## config.mk

```make
export PLATFORM = sky130hd
export DESIGN_NAME = mcell_bist
export DESIGN_NICKNAME = d
export VERILOG_FILES = /design/src/rtl/mcell_pkg.sv /design/src/rtl/mcell_seq.sv /design/src/rtl/mcell_chk.sv /design/src/rtl/mcell_bist.sv
export SDC_FILE = /design/constraint.sdc
export NUM_CORES = 1
export LEC_CHECK = 0
export ABC_AREA = 1
export BUFFER_PORTS_ARGS = -buffer_cell sky130_fd_sc_hd__buf_2
export CORE_MARGIN = 2
export CORE_UTILIZATION = 35
export DETAILED_ROUTE_END_ITERATION = 10
export SLEW_MARGIN = 10
export SYNTH_ARGS = -nofsm -noshare
export SYNTH_HDL_FRONTEND = slang
export SYNTH_SLANG_ARGS = --single-unit
```

## constraint.sdc

```tcl
create_clock -name clk -period 5.15 [get_ports clk]
set_input_delay 0.7725 -clock clk [delete_from_list [all_inputs] [get_ports clk]]
set_output_delay 0.7725 -clock clk [all_outputs]
set_load 0.01 [all_outputs]
```

## src/rtl/mcell_pkg.sv

```systemverilog
package mcell_pkg;

  typedef enum logic [3:0] {
    ST_IDLE, ST_FILL, ST_SCAN_A, ST_FLIP, ST_SCAN_B,
    ST_NEXT, ST_REREAD, ST_CAPTURE, ST_HALT
  } state_e;

  // phase codes are visible on the phase/err_phase ports
  typedef enum logic [2:0] {
    PH_FILL   = 3'd0,
    PH_FWD_UP = 3'd1,
    PH_FWD_DN = 3'd2,
    PH_REV_UP = 3'd3,
    PH_REV_DN = 3'd4
  } phase_e;

  function automatic logic phase_reverse(phase_e p);
    return (p == PH_REV_UP) || (p == PH_REV_DN);
  endfunction

  function automatic logic phase_ones(phase_e p);
    return (p == PH_FWD_DN) || (p == PH_REV_DN);
  endfunction

  function automatic phase_e phase_after(phase_e p);
    case (p)
      PH_FWD_UP: return PH_FWD_DN;
      PH_FWD_DN: return PH_REV_UP;
      PH_REV_UP: return PH_REV_DN;
      default:   return PH_FWD_UP;
    endcase
  endfunction

endpackage

```

## src/rtl/mcell_seq.sv

```systemverilog
module mcell_seq
  import mcell_pkg::*;
#(
  parameter int AW = 8,
  parameter int BW = 2,
  parameter int DW = 8,
  parameter int PW = 16
) (
  input  logic          clk,
  input  logic          rst_n,
  input  logic          start,
  input  logic [BW-1:0] low_bank,
  input  logic [BW-1:0] high_bank,
  input  logic          mismatch,
  input  logic [AW-1:0] fail_addr,
  output logic          op_en,
  output logic          op_we,
  output logic [BW-1:0] op_bank,
  output logic [AW-1:0] op_addr,
  output logic [DW-1:0] op_wdata,
  output logic          rd_issue,
  output logic [DW-1:0] rd_exp,
  output logic          rd_dec,
  output logic [AW-1:0] scan_ptr,
  output logic          capture,
  output logic          busy,
  output logic          halted,
  output logic [2:0]    phase,
  output logic [PW-1:0] pass_count
);

  localparam logic [AW-1:0] ADDR_TOP = {AW{1'b1}};

  state_e        st;
  phase_e        ph;
  logic [AW-1:0] ptr, tgt;
  logic [BW-1:0] bank, lo_q, hi_q;
  logic [PW-1:0] pass_q;

  function automatic logic [AW-1:0] step_ptr(logic [AW-1:0] a, logic dec);
    return dec ? a - 1'b1 : a + 1'b1;
  endfunction

  // named events used by the next-state logic and the assertions
  logic          rev, kill, raw_en, raw_we, raw_issue;
  logic [DW-1:0] bg;
  logic [AW-1:0] end_a, end_b, last_tgt, next_tgt, first_tgt;

  assign rev       = phase_reverse(ph);
  assign bg        = {DW{phase_ones(ph)}};
  assign end_a     = rev ? '0 : ADDR_TOP;
  assign end_b     = rev ? ADDR_TOP : '0;
  assign last_tgt  = rev ? '0 : ADDR_TOP;
  assign next_tgt  = step_ptr(tgt, rev);
  assign first_tgt = phase_reverse(phase_after(ph)) ? ADDR_TOP : '0;
  assign kill      = mismatch | start;

  always_comb begin
    raw_en    = 1'b0;
    raw_we    = 1'b0;
    raw_issue = 1'b0;
    op_addr   = ptr;
    op_wdata  = ~bg;
    rd_exp    = bg;
    rd_dec    = rev;
    case (st)
      ST_FILL:   begin raw_en = 1'b1; raw_we = 1'b1; op_wdata = '0; end
      ST_SCAN_A: begin raw_en = 1'b1; raw_issue = 1'b1; end
      ST_FLIP:   begin raw_en = 1'b1; raw_we = 1'b1; op_addr = tgt; end
      ST_SCAN_B: begin raw_en = 1'b1; raw_issue = 1'b1; rd_exp = ~bg; rd_dec = ~rev; end
      ST_REREAD: raw_en = 1'b1;
      default:   ;
    endcase
  end

  assign op_en      = raw_en & ~kill;
  assign op_we      = raw_we & ~kill;
  assign rd_issue   = raw_issue & ~kill;
  assign op_bank    = bank;
  assign scan_ptr   = ptr;
  assign capture    = (st == ST_CAPTURE);
  assign busy       = (st != ST_IDLE) && (st != ST_HALT);
  assign halted     = (st == ST_HALT);
  assign phase      = ph;
  assign pass_count = pass_q;

  always_ff @(posedge clk) begin
    if (!rst_n) begin
      st     <= ST_IDLE;
      ph     <= PH_FILL;
      ptr    <= '0;
      tgt    <= '0;
      bank   <= '0;
      lo_q   <= '0;
      hi_q   <= '0;
      pass_q <= '0;
    end else if (start) begin
      st     <= ST_FILL;
      ph     <= PH_FILL;
      ptr    <= '0;
      tgt    <= '0;
      bank   <= low_bank;
      lo_q   <= low_bank;
      hi_q   <= high_bank;
      pass_q <= '0;
    end else if (mismatch) begin
      st  <= ST_REREAD;
      ptr <= fail_addr;
    end else begin
      case (st)
        ST_FILL: begin
          ptr <= ptr + 1'b1;
          if (ptr == ADDR_TOP) st <= ST_NEXT;
        end
        ST_SCAN_A: begin
          ptr <= step_ptr(ptr, rev);
          if (ptr == end_a) st <= ST_FLIP;
        end
        ST_FLIP: begin
          ptr <= tgt;
          st  <= ST_SCAN_B;
        end
        ST_SCAN_B: begin
          ptr <= step_ptr(ptr, ~rev);
          if (ptr == end_b) st <= ST_NEXT;
        end
        ST_NEXT: begin
          if (bank != hi_q) begin
            bank <= bank + 1'b1;
            if (ph == PH_FILL) begin
              ptr <= '0;
              st  <= ST_FILL;
            end else begin
              ptr <= tgt;
              st  <= ST_SCAN_A;
            end
          end else begin
            bank <= lo_q;
            st   <= ST_SCAN_A;
            if (ph == PH_FILL) begin
              ph  <= PH_FWD_UP;
              tgt <= '0;
              ptr <= '0;
            end else if (tgt != last_tgt) begin
              tgt <= next_tgt;
              ptr <= next_tgt;
            end else begin
              ph  <= phase_after(ph);
              tgt <= first_tgt;
              ptr <= first_tgt;
              if (ph == PH_REV_DN) pass_q <= pass_q + 1'b1;
            end
          end
        end
        ST_REREAD:  st <= ST_CAPTURE;
        ST_CAPTURE: st <= ST_HALT;
        default:    ;
      endcase
    end
  end

  AST_BANK_IN_RANGE: assert property (@(posedge clk) disable iff (!rst_n)
    (op_en && lo_q <= hi_q) |-> (op_bank >= lo_q && op_bank <= hi_q));
  AST_QUIET_WHEN_STOPPED: assert property (@(posedge clk) disable iff (!rst_n)
    !busy |-> !op_en);
  AST_PASS_STEP: assert property (@(posedge clk) disable iff (!rst_n)
    !start |=> (pass_q == $past(pass_q) || pass_q == $past(pass_q) + 1'b1));

endmodule

```

## src/rtl/mcell_chk.sv

```systemverilog
module mcell_chk #(
  parameter int AW = 8,
  parameter int BW = 2,
  parameter int DW = 8
) (
  input  logic          clk,
  input  logic          rst_n,
  input  logic          clear,
  input  logic          issue,
  input  logic [DW-1:0] issue_exp,
  input  logic          issue_dec,
  input  logic [AW-1:0] issue_addr,
  input  logic [AW-1:0] ptr,
  input  logic [BW-1:0] bank,
  input  logic [2:0]    phase,
  input  logic [DW-1:0] rdata,
  input  logic          capture,
  output logic          mismatch,
  output logic [AW-1:0] fail_addr,
  output logic [BW-1:0] err_bank,
  output logic [AW-1:0] err_addr,
  output logic [2:0]    err_phase,
  output logic [DW-1:0] err_found,
  output logic [DW-1:0] err_reread,
  output logic [DW-1:0] err_diff,
  output logic [DW-1:0] err_picked,
  output logic [DW-1:0] err_dropped
);

  logic          chk_v, chk_dec;
  logic [DW-1:0] chk_exp;
  logic [AW-1:0] chk_addr;
  logic [DW-1:0] diff;

  // undo one pointer step taken in the scan direction
  function automatic logic [AW-1:0] back_ptr(logic [AW-1:0] a, logic dec);
    return dec ? a + 1'b1 : a - 1'b1;
  endfunction

  function automatic logic [DW-1:0] picked_bits(logic [DW-1:0] d, logic [DW-1:0] e);
    return d & ~e;
  endfunction

  function automatic logic [DW-1:0] dropped_bits(logic [DW-1:0] d, logic [DW-1:0] e);
    return d & e;
  endfunction

  assign diff      = rdata ^ chk_exp;
  assign mismatch  = chk_v && (diff != '0);
  assign fail_addr = back_ptr(ptr, chk_dec);

  always_ff @(posedge clk) begin
    if (!rst_n || clear) begin
      chk_v       <= 1'b0;
      chk_dec     <= 1'b0;
      chk_exp     <= '0;
      chk_addr    <= '0;
      err_bank    <= '0;
      err_addr    <= '0;
      err_phase   <= '0;
      err_found   <= '0;
      err_reread  <= '0;
      err_diff    <= '0;
      err_picked  <= '0;
      err_dropped <= '0;
    end else begin
      chk_v    <= issue;
      chk_dec  <= issue_dec;
      chk_exp  <= issue_exp;
      chk_addr <= issue_addr;
      if (mismatch) begin
        err_bank    <= bank;
        err_addr    <= fail_addr;
        err_phase   <= phase;
        err_found   <= rdata;
        err_diff    <= diff;
        err_picked  <= picked_bits(diff, chk_exp);
        err_dropped <= dropped_bits(diff, chk_exp);
      end
      if (capture) err_reread <= rdata;
    end
  end

  AST_FAIL_ADDR_MATCHES_ISSUE: assert property (@(posedge clk) disable iff (!rst_n)
    mismatch |-> (fail_addr == chk_addr));

endmodule

```

## src/rtl/mcell_bist.sv

```systemverilog
module mcell_bist #(
  parameter int AW = 8,
  parameter int BW = 2,
  parameter int DW = 8,
  parameter int PW = 16
) (
  input  logic          clk,
  input  logic          rst_n,
  input  logic          start,
  input  logic [BW-1:0] low_bank,
  input  logic [BW-1:0] high_bank,
  output logic          mem_en,
  output logic          mem_we,
  output logic [BW-1:0] mem_bank,
  output logic [AW-1:0] mem_addr,
  output logic [DW-1:0] mem_wdata,
  input  logic [DW-1:0] mem_rdata,
  output logic          busy,
  output logic          error,
  output logic [2:0]    phase,
  output logic [PW-1:0] pass_count,
  output logic [BW-1:0] err_bank,
  output logic [AW-1:0] err_addr,
  output logic [2:0]    err_phase,
  output logic [DW-1:0] err_found,
  output logic [DW-1:0] err_reread,
  output logic [DW-1:0] err_diff,
  output logic [DW-1:0] err_picked,
  output logic [DW-1:0] err_dropped
);

  logic          mismatch, rd_issue, rd_dec, capture;
  logic [AW-1:0] fail_addr, scan_ptr;
  logic [DW-1:0] rd_exp;

  mcell_seq #(.AW(AW), .BW(BW), .DW(DW), .PW(PW)) u_seq (
    .clk        (clk),
    .rst_n      (rst_n),
    .start      (start),
    .low_bank   (low_bank),
    .high_bank  (high_bank),
    .mismatch   (mismatch),
    .fail_addr  (fail_addr),
    .op_en      (mem_en),
    .op_we      (mem_we),
    .op_bank    (mem_bank),
    .op_addr    (mem_addr),
    .op_wdata   (mem_wdata),
    .rd_issue   (rd_issue),
    .rd_exp     (rd_exp),
    .rd_dec     (rd_dec),
    .scan_ptr   (scan_ptr),
    .capture    (capture),
    .busy       (busy),
    .halted     (error),
    .phase      (phase),
    .pass_count (pass_count)
  );

  mcell_chk #(.AW(AW), .BW(BW), .DW(DW)) u_chk (
    .clk         (clk),
    .rst_n       (rst_n),
    .clear       (start),
    .issue       (rd_issue),
    .issue_exp   (rd_exp),
    .issue_dec   (rd_dec),
    .issue_addr  (mem_addr),
    .ptr         (scan_ptr),
    .bank        (mem_bank),
    .phase       (phase),
    .rdata       (mem_rdata),
    .capture     (capture),
    .mismatch    (mismatch),
    .fail_addr   (fail_addr),
    .err_bank    (err_bank),
    .err_addr    (err_addr),
    .err_phase   (err_phase),
    .err_found   (err_found),
    .err_reread  (err_reread),
    .err_diff    (err_diff),
    .err_picked  (err_picked),
    .err_dropped (err_dropped)
  );

  AST_SYNDROME_ON_HALT: assert property (@(posedge clk) disable iff (!rst_n)
    $rose(error) |-> (err_diff != '0));

endmodule

```

# Yosys cells after proc, flatten, opt, wreduce, memory -nomap -nowiden
# Index checks and enable logic that the tools add are counted.
# op_classes
add_sub_neg	6
n_reduce_logical	27
eq_ne	31
n_mux	35
bitwise	16
# ops
operator	n
2-to-1 mux 8 bit	15
case mux 8 bit (5 select lines)	1
case mux 4 bit (7 select lines)	1
adder 16 x 1 -> 16 bit, second input constant	1
adder 8 x 1 -> 8 bit, second input constant	2
bitwise AND 8 bit	2
== test 4 x 3 -> 1 bit, second input constant	4
== test 8 bit	2
NOT 8 bit	2
AND reduction 4 bit	4
nonzero test 8 bit	2
subtractor 8 x 1 -> 8 bit, second input constant	2
2-to-1 mux 2 bit	6
2-to-1 mux 4 bit	3
!= test 4 x 2 -> 1 bit, second input constant	3
== test 3 x 2 -> 1 bit, second input constant	3
2-to-1 mux 3 bit	3
!= test 3 x 1 -> 1 bit, second input constant	3
case mux 3 bit (3 select lines)	1
nonzero test 9 bit	1
== test 4 x 2 -> 1 bit, second input constant	2
== test 8 bit, second input constant	1
!= test 2 x 1 -> 1 bit, second input constant	4
!= test 8 bit	1
27 further kinds	46
# word_totals
in_bits	15
out_inout_bits	94
wordCells	136
regBits	108

# Depth between registers and ports, before layout
# Gate-level depths: netlist of run 1.
# depth
ltp_word	10
mapped_depth	17
depth_no_buf	17

# Modules after synthesis
# From an unflattened synthesis of run 1, not the netlist that was laid out.
# unflattened
hier_cells	902
area_unflattened_um2	6261.0
# modules_own_cells
mod	area_each_um2	cells_each	seq_area_each_um2	instances
mcell_seq	3570.9	564	900.9	1
mcell_chk	2690.1	338	1261.2	1

# Worst setup path before layout of run 1
# Ideal clock, no wire load.
# synth_path
path_type	input-to-output
startpoint	in mem_rdata[4]
endpoint	out mem_en
path_slack_ps	2215
arrival_ps	2163
path_buffers	2
cell_stages	12
path_cell_list	inv_1 -> ha_1 -> nand2_1 -> nor2_1 -> nand2_1 -> nand2_1 -> buf_2 -> inv_1 -> buf_2 -> nor2_1 -> inv_1 -> a31oi_1
# synth_between
elab_chain_cells	6
# synth_lines
element	line	rtl
start, declared	mcell_bist.sv:17	input logic [DW-1:0] mem_rdata,
XOR 8 bit	mcell_chk.sv:48	assign diff = rdata ^ chk_exp;
nonzero test 8 bit	mcell_chk.sv:49	assign mismatch = chk_v && (diff != '0);
logical AND 1 bit	mcell_chk.sv:49	
OR 1 bit	mcell_seq.sv:56	assign kill = mismatch | start;
NOT 1 bit	mcell_seq.sv:76	assign op_en = raw_en & ~kill;
bitwise AND 1 bit	mcell_seq.sv:76	
end, declared	mcell_bist.sv:12	output logic mem_en,
# Every way passes these cells.

# Worst setup path in the final report of run 1
# Same ends and word-level chain as after synthesis.

==> results of run 1 <==
[logic make-up (layout without fill, tap and decap cells)]
kind of cell	count (synthesis)	count (layout)	synth area share
DFF	101	101	0.359
xor gates and xnor gates	27	27	0.0420
AOI/OAI and AO/OA	198	198	0.188
buffers and inverters	110	199	0.0798
and+or+nand+nor	351	351	0.267
adders and majority gates	28	28	0.0636
[where the power goes]
group	internal (mW)	switching (mW)	leakage (nW)	total, mW
registers	0.796	0.0222	0.816	0.819
clock network	0.350	0.356	0.147	0.706
logic	0.102	0.193	2.04	0.295
total	1.25	0.571	3.00	1.82
[sequential cells by signal, summed over array words and instances, names as in the netlist, 3 cells and up]
signal	cells
u_chk.err_reread	8
u_seq.st	4
u_seq.tgt	8
u_seq.scan_ptr	8
u_seq.pass_count	16
u_chk.err_dropped	8
u_chk.err_diff	8
u_chk.err_found	8
u_seq.phase	3
u_chk.err_picked	8
u_chk.err_phase	3
u_chk.err_addr	8
[placed cells by master, fill, tap and decap left out, types with 2 or more instances in the layout]
cell	n
o211a_1	2
o21ai_1	2
a31oi_1	7
a211oi_1	3
nand3_2	2
nand3_1	35
and3_1	3
nand2_1	167
nand2_2	2
a21oi_1	83
nand3b_1	2
inv_1	66
nor4_1	2
clkinv_1	2
o21bai_1	4
dfxtp_1	101
nor2_2	5
clkinv_8	2
xor2_1	16
buf_4	3
nand4_1	8
xnor2_1	11
buf_2	108
nor2_1	105
o211ai_1	5
nand2_4	3
clkbuf_16	9
inv_2	4
nor3_1	12
inv_6	2
ha_1	27
o21ai_0	87
[cell type report]
type                    count  area [µm²]
repair buffers            111         563
fillers                  1693        9230
inverters                  72         270
multi-input cells         604        3160
clock buffers               9         225
well taps                 216         270
flip-flops and latches    101        2020
clock inverters             7        85.1
[per-layer routing]
layer	global-route usage	share of wire
met5	0	0
met4	0.0563	0.012
met3	0.0269	0.036
met2	0.286	0.44
met1	0.267	0.52
[worst min-delay path, stage by stage (launching register included)]
cell and delay (ps):
dfxtp_1 320, nand2_1 60, nand2_1 40
[final timing paths]
check                         from                  end  slack (ps)
setup reg to reg  u_chk.chk_exp[6]  u_seq.pass_count[3]        2140
hold / removal       u_seq.hi_q[1]        u_seq.hi_q[1]         470
hold reg to reg      u_seq.hi_q[1]        u_seq.hi_q[1]         470
setup / recovery      mem_rdata[4]               mem_en        1840
==> flow_summary.toml, run 1 <==
[worst_setup_path]
cp_max_fo = 38
cp.depth = 13
startpoint_type = "primary input"
critical-path-top-delay-family = "buffers and inverters"
cp_common_cell = "nand2_1"
cp.arrival_ps = 2540
crit_buf_inv = 6
cp_slowest_cell = "buf_4"
reg2regPathDepth = 13
required_ps = 4380
crit_chain = "buf_2 -> inv_1 -> ha_1 -> nand2_1 -> nor2_1 -> nand2_1 -> nand2_1 -> buf_4 -> inv_2 -> nor2_1 -> inv_1 -> a31oi_1 -> buf_2"
crit_path_end_kind = "primary output"
worstSetupPathType = "in -> out"
slowest_delay_ps = 360

[route]
vias = 5460
drt-pass1-iter-count = 5
routed_wirelength_mm = 15.4
drc = 0
drtIter0Drc = 380
routedWlPerCell_um = 13.8
ant_nets = 0
via_per_inst = 4.88

[clock_network]
clock_path_buffers = 2
cts_tree = "built"
worstSkewPairLatency_ps = 360
clock-root-buffer = "clkbuf_16"
post_cts_resized = 0
hold_buffers = 0
h-tree-depth = 3
cts_inserted_buffers = 9
clkTransAtPathRegs_ps = 70
post-cts-setup-buffers = 0
cts_sinks = 101

[logic_synthesis]
synth_top_cell_area_share = 0.359
synth_common_cells = "nand2_1, nor2_1, dfxtp_1"
synth_area_um2 = 5630
postSynthCellCount = 815
synth_top_area_cell = "dfxtp_1"
avgSynthCellArea_um2 = 6.91
synthTopCellsByArea = "dfxtp_1, nand2_1, o21ai_0, a21oi_1, nor2_1"
syn_nets = 858
yosysWarnings = 0
ys_ff_latch = 101
async_flop_share = 0
synth_edf_count = 0
yosysMostFrequentCell = "nand2_1"
synth_cell_types = 42
yosysSeqAreaShare = 0.359
synthFlopType = "dfxtp_1"

[power_and_ir_drop]
power_per_cell_area_nw_per_um2 = 276
total_power_mw = 1.82
vdd_ir_drop_max_mv = 0.160
p_leak_nw = 3.00

[timing]
max_slew_margin = 0.231
rsz0062_at_grt = "false"
slew_viol_final = 0
fin_crit_ps = 3310
post-route-period-util = 0.643
tightestPinTransition_ps = 1150
worst_slack_ps = 1840
hold_violations = 0
finalSetupTns_ps = 0
holdWs_ps = 466
fmax_mhz = 302
fin_worst_skew_ps = 10.2
finalSetupViolCount = 0

[cells_and_area]
utilization = 0.417
final_cells = 1120
antenna_cells = 0
nets = 942
area_delta_synth_final_pct = 17.3
final_cell_area_um2 = 6600
drive_above_1_share = 0.166

[worst_hold_path]
holdPathStages = 2
hold_path.class = "reg -> reg"

[grt]
track_usage = 0.185
grt_pass1_wl_mm = 25.2
antenna_found_initial = 0
grt.overflow.total = 0
grt_max_degree = 77
grt_pass1_vias = 4874

[die]
core_area_um2 = 15800
io_pins = 109
dieArea_um2 = 17100
num_rows = 46
dieWidth_um = 131
start_util = 0.356
dieHeight_um = 131

[place]
gp_congestion = 0.850
post_dp_cell_area_um2 = 6290
dp_hpwl_mm = 11.5
io_buffers = 108
dp_worst_setup_slack_ps = 1690
dp.cells = 1104

[status]
outcome = "complete, no violations"

[flow_run]
drv_cap = 0
Note: power is estimated with default switching activity, not from simulation.
==> inputs of run 2 (changes only) <==
clock period = 2.7 ns   (was 5.15 ns; I/O delays follow)
==> flow_summary.toml, run 2 (synthesized netlist as in run 1, its figures left out) <==
[status]
outcome = "complete, no violations"

[timing]
fin_worst_skew_ps = 15.9
tightestPinTransition_ps = 678
fmax_mhz = 395
slew_viol_final = 0
rsz0062_at_grt = "false"
fin_crit_ps = 2530
max_slew_margin = 0.545
post-route-period-util = 0.938
finalSetupViolCount = 0
hold_violations = 0
worst_slack_ps = 168
finalSetupTns_ps = 0

[worst_hold_path]
holdPathEnd = "u_seq.hi_q[0]"
min_from = "high_bank[0]"
holdPathStages = 3
hold_path.class = "in -> reg"

[flow_run]
drv_cap = 0

[place]
post_dp_cell_area_um2 = 6380
dp_worst_setup_slack_ps = 113
io_buffers = 108
gp_congestion = 0.889
dp_hpwl_mm = 11.4

[die]
num_rows = 46
dieHeight_um = 131
dieWidth_um = 131
start_util = 0.356
io_pins = 109
core_area_um2 = 15800
dieArea_um2 = 17100

[clock_network]
cts_sinks = 101
clock-root-buffer = "clkbuf_16"
clkTransAtPathRegs_ps = 80
clock_path_buffers = 2
cts_inserted_buffers = 9
worstSkewPairLatency_ps = 370
cts_tree = "built"
h-tree-depth = 3
hold_buffers = 0

[grt]
antenna_found_initial = 0
track_usage = 0.187
grt_max_degree = 62
grt_pass1_vias = 5019
grt.overflow.total = 0
grt_pass1_wl_mm = 25.5

[route]
routed_wirelength_mm = 15.5
drtIter0Drc = 397
routedWlPerCell_um = 13.7
via_per_inst = 4.84
ant_nets = 0
vias = 5481
drc = 0
drt-pass1-iter-count = 5

[cells_and_area]
area_delta_synth_final_pct = 20.5
fillCellCount = 1683
drive_above_1_share = 0.188
final_cell_area_um2 = 6780
final_common_cell = "nand2_1"
final_cell_mix = "nand2_1, buf_2, nor2_1"
antenna_cells = 0
largest_reg_flops = 16
nets = 954

[power_and_ir_drop]
power_per_cell_area_nw_per_um2 = 520
p_leak_nw = 3.06
vdd_ir_drop_max_mv = 0.327

[worst_setup_path]
reg2reg_to = "u_seq.scan_ptr[1]"
cp_max_fo = 9
startpoint_type = "flip-flop"
r2r_slack_ps = 310
reg2regPathDepth = 17
worstSetupPathType = "reg -> out"
crit_path_end_kind = "primary output"
cp.arrival_ps = 2130
r2r-start = "u_seq.phase[2]"
required_ps = 2300
run 2: critical path: stages, from the launching register on:
cell and delay, ps:
dfxtp_2 390, ha_1 320, nand2_1 50, nor2_1 110, nand2_1 100, nand2_1 130
inv_2 50, nor2_1 150, inv_1 90, a31oi_2 210, buf_2 170
run 2: power by group:
| group | internal, mW | switching, mW | total (mW) | leakage (nW) |
|---|---|---|---|---|
| combinational | 0.211 | 0.382 | 0.594 | 2.09 |
| clock | 0.674 | 0.700 | 1.37 | 0.154 |
| sequential | 1.52 | 0.0416 | 1.56 | 0.818 |
run 2: worst max-delay path by stage:
stage | end | slack, ps | start
2_1_floorplan | u_seq.pass_count[4] | 290 | u_seq.phase[2]
3_3_place_gp | u_seq.scan_ptr[1] | 200 | u_seq.phase[0]
3_5_place_dp | u_seq.scan_ptr[1] | 110 | u_seq.phase[0]
4_1_cts | mem_en | 20 | u_chk.chk_exp[6]
5_1_grt | mem_en | 1 | u_chk.chk_exp[6]
6_report | mem_en | 170 | u_chk.chk_exp[6]
run 2: per-layer routing:
metal / vias up / GRT usage / part of all wire
met2: 131 / 0.290 / 0.44
li1: 2884 / - / -
met5: - / 0 / 0
met1: 2453 / 0.263 / 0.50
met3: 13 / 0.0326 / 0.046
met4: 0 / 0.0613 / 0.013
run 2: repair_timing:
item                                    in CTS  in global routing
endpoints found under the setup margin       0                 29
setup buffers                                0                  1
gates resized for setup                      0                 11
run 2: final cells by class:
cell class / count / area, µm² / area share
Inverter: 72 / 270 / 0.0398
Clock inverter: 7 / 91.3 / 0.0135
Sequential cell: 101 / 2030 / 0.299
Multi-Input combinational cell: 604 / 3230 / 0.477
Timing Repair Buffer: 123 / 666 / 0.0981
Clock buffer: 9 / 225 / 0.0332
Tap cell: 216 / 270 / 0.0398
run 2: per-stage QoR:
step	util	instances	hold slack, ps	total power, mW
after floorplan	-	815	438	2.02
after global placement	0.403	1115	451	2.18
after detailed placement	0.403	1115	455	2.18
after CTS	0.423	1131	268	3.55
after global routing	0.429	1132	297	3.70
final	0.429	1132	272	3.53
==> inputs of run 3 (changes only) <==
ABC_AREA = 0   (was 1)
==> flow_summary.toml, run 3 <==
[route]
dr_wl_met3_mm = 1.18
routed_wirelength_mm = 18.1
routedWlPerCell_um = 16.7
met2_length_mm = 8.10
drc = 0
vias = 5855
drt-met1-wl_mm = 8.33
drtIter0Drc = 437
via_per_inst = 5.40
drt-pass1-iter-count = 5
top_layer = "met4"
ant_nets = 0

[cells_and_area]
final_common_cell = "nand2_1"
antenna_cells = 0
largest_reg_flops = 16
drive_above_1_share = 0.259
final_cell_mix = "nand2_1, buf_2, dfxtp_1"
nets = 903
area_delta_synth_final_pct = 23.5
fillCellCount = 1680

[logic_synthesis]
synth_common_cells = "nand2_1, dfxtp_1, a21oi_1"
synth_cell_types = 76
postSynthCellCount = 746
synth_area_um2 = 5890
synthTopCellsByArea = "dfxtp_1, nand2_1, a21oi_1, ha_1, nor2_1"
avgSynthCellArea_um2 = 7.90
synth_compound_area_frac = 0.205
yosys.area_share.simple = 0.253
ys_ff_latch = 101
synth_xor_area_frac = 0.0505
synth_edf_count = 0
synth_mux_area_frac = 0.0251
synthFlopType = "dfxtp_1"
yosysSeqAreaShare = 0.343
async_flop_share = 0
yosysMostFrequentCell = "nand2_1"
synth_top_area_cell = "dfxtp_1"
yosysWarnings = 0
synthAdderAreaFrac = 0.0607
synth_top_cell_area_share = 0.343
synth_top_family_by_area = "simple AND/OR/NAND/NOR gates"
syn_nets = 789

[clock_network]
cts_tree = "built"
clkTransAtPathRegs_ps = 70
hold_buffers = 0
worstSkewPairLatency_ps = 360
clock-root-buffer = "clkbuf_16"
clock_path_buffers = 2
cts_inserted_buffers = 9
h-tree-depth = 3
cts_sinks = 101

[worst_setup_path]
startpoint_type = "flip-flop"
cp_slowest_cell = "a222oi_1"
cp.arrival_ps = 2820
slowest_delay_ps = 360
required_ps = 2940
crit_buf_inv = 2
crit_path_end_kind = "flip-flop"
worstSetupPathType = "reg -> reg"
crit_chain = "buf_6 -> nand3b_1 -> nand2_4 -> buf_12 -> ha_1 -> nand3_4 -> o32ai_2 -> o221a_2 -> nor3_4 -> a222oi_1 -> o22ai_1"
critical-path-top-delay-family = "compound AO/OA/AOI/OAI gates"
cp_max_fo = 16

[die]
core_area_um2 = 16500
dieHeight_um = 134
start_util = 0.357
dieWidth_um = 134
dieArea_um2 = 17900
io_pins = 109
num_rows = 47

[grt]
grt.overflow.total = 0
grt_max_degree = 49
grt_pass1_vias = 5425
grt_pass1_wl_mm = 28.8
track_usage = 0.201
antenna_found_initial = 0

[place]
gp_congestion = 0.886
dp_worst_setup_slack_ps = -37.7
dp_hpwl_mm = 13.3
io_buffers = 108

[timing]
fmax_mhz = 387
rsz0062_at_grt = "true"
tightestPinTransition_ps = 713
max_slew_margin = 0.523
fin_worst_skew_ps = 7.23
slew_viol_final = 0
hold_violations = 0
post-route-period-util = 0.956
worst_slack_ps = 118
fin_crit_ps = 2580
finalSetupViolCount = 0

[power_and_ir_drop]
power_per_cell_area_nw_per_um2 = 452
vdd_ir_drop_max_mv = 0.309
p_leak_nw = 2.90
total_power_mw = 3.29

[worst_hold_path]
hold_path.class = "in -> reg"

[flow_run]
drv_cap = 0

[status]
outcome = "complete, no violations"
==> run 3: area by class of cell <==
| type | count | area (µm²) | share of cell area |
|---|---|---|---|
| Tap cell | 220 | 275 | 0.0378 |
| Multi-Input combinational cell | 560 | 3600 | 0.495 |
| Timing Repair Buffer | 162 | 975 | 0.134 |
| Inverter | 26 | 97.6 | 0.0134 |
| Sequential cell | 101 | 2020 | 0.278 |
| Clock buffer | 10 | 229 | 0.0315 |
| Clock inverter | 6 | 73.8 | 0.0101 |
==> run 3: per-stage QoR <==
stage	setup TNS, ps	utilization	hold WS [ps]	instance area (µm²)	instances
after detailed placement	-37.7	0.415	446	6850	1065
after CTS	0	0.434	273	7170	1081
after global routing	-52.9	0.440	296	7280	1085
final	0	0.440	284	7280	1085
after floorplan	0	-	443	5900	746
after global placement	0	0.415	440	6850	1065
==> run 3: per-layer routing <==
metal / vias up / track usage
li1: 2854 / -
met1: 2741 / 0.276
met2: 218 / 0.311
met3: 42 / 0.0445
met4: 0 / 0.0703
met5: - / 0
==> run 3: timing repair <==
item | CTS | global route
buffers inserted | 0 | 4
endpoints found under the setup margin | 3 | 22
pin swaps | 2 | 7
gates resized for setup | 3 | 17
==> run 3: cell families (layout without fill, tap and decap cells) <==
group                      Yosys count  after routing
adders and majority gates           28             28
and+or+nand+nor                    301            301
AOI/OAI and AO/OA                  183            183
DFF                                101            101
muxes                               14             14
buffers and inverters               85            204
xor gates and xnor gates            34             34
==> run 3: report_power, final <==
group / leakage (nW) / switching, mW / internal (mW) / total [mW]
Combinational: 1.93 / 0.250 / 0.145 / 0.395
Clock: 0.149 / 0.623 / 0.737 / 1.36
Sequential: 0.816 / 0.0265 / 1.50 / 1.53
Total: 2.90 / 0.900 / 2.39 / 3.29
==> run 3: worst paths after layout <==
check,startpoint,endpoint,slack [ps],depth (start not counted)
max,u_seq.phase[0],u_seq.scan_ptr[4],120,11
min,high_bank[1],u_seq.hi_q[1],280,3
max reg2reg,u_seq.phase[0],u_seq.scan_ptr[4],120,11
min reg2reg,u_chk.err_dropped[1],u_chk.err_dropped[1],450,2
==> run 3: worst min-delay path, stage by stage <==
cell     delay (ps)
buf_2            80
mux2i_1          50
nor2_1           70
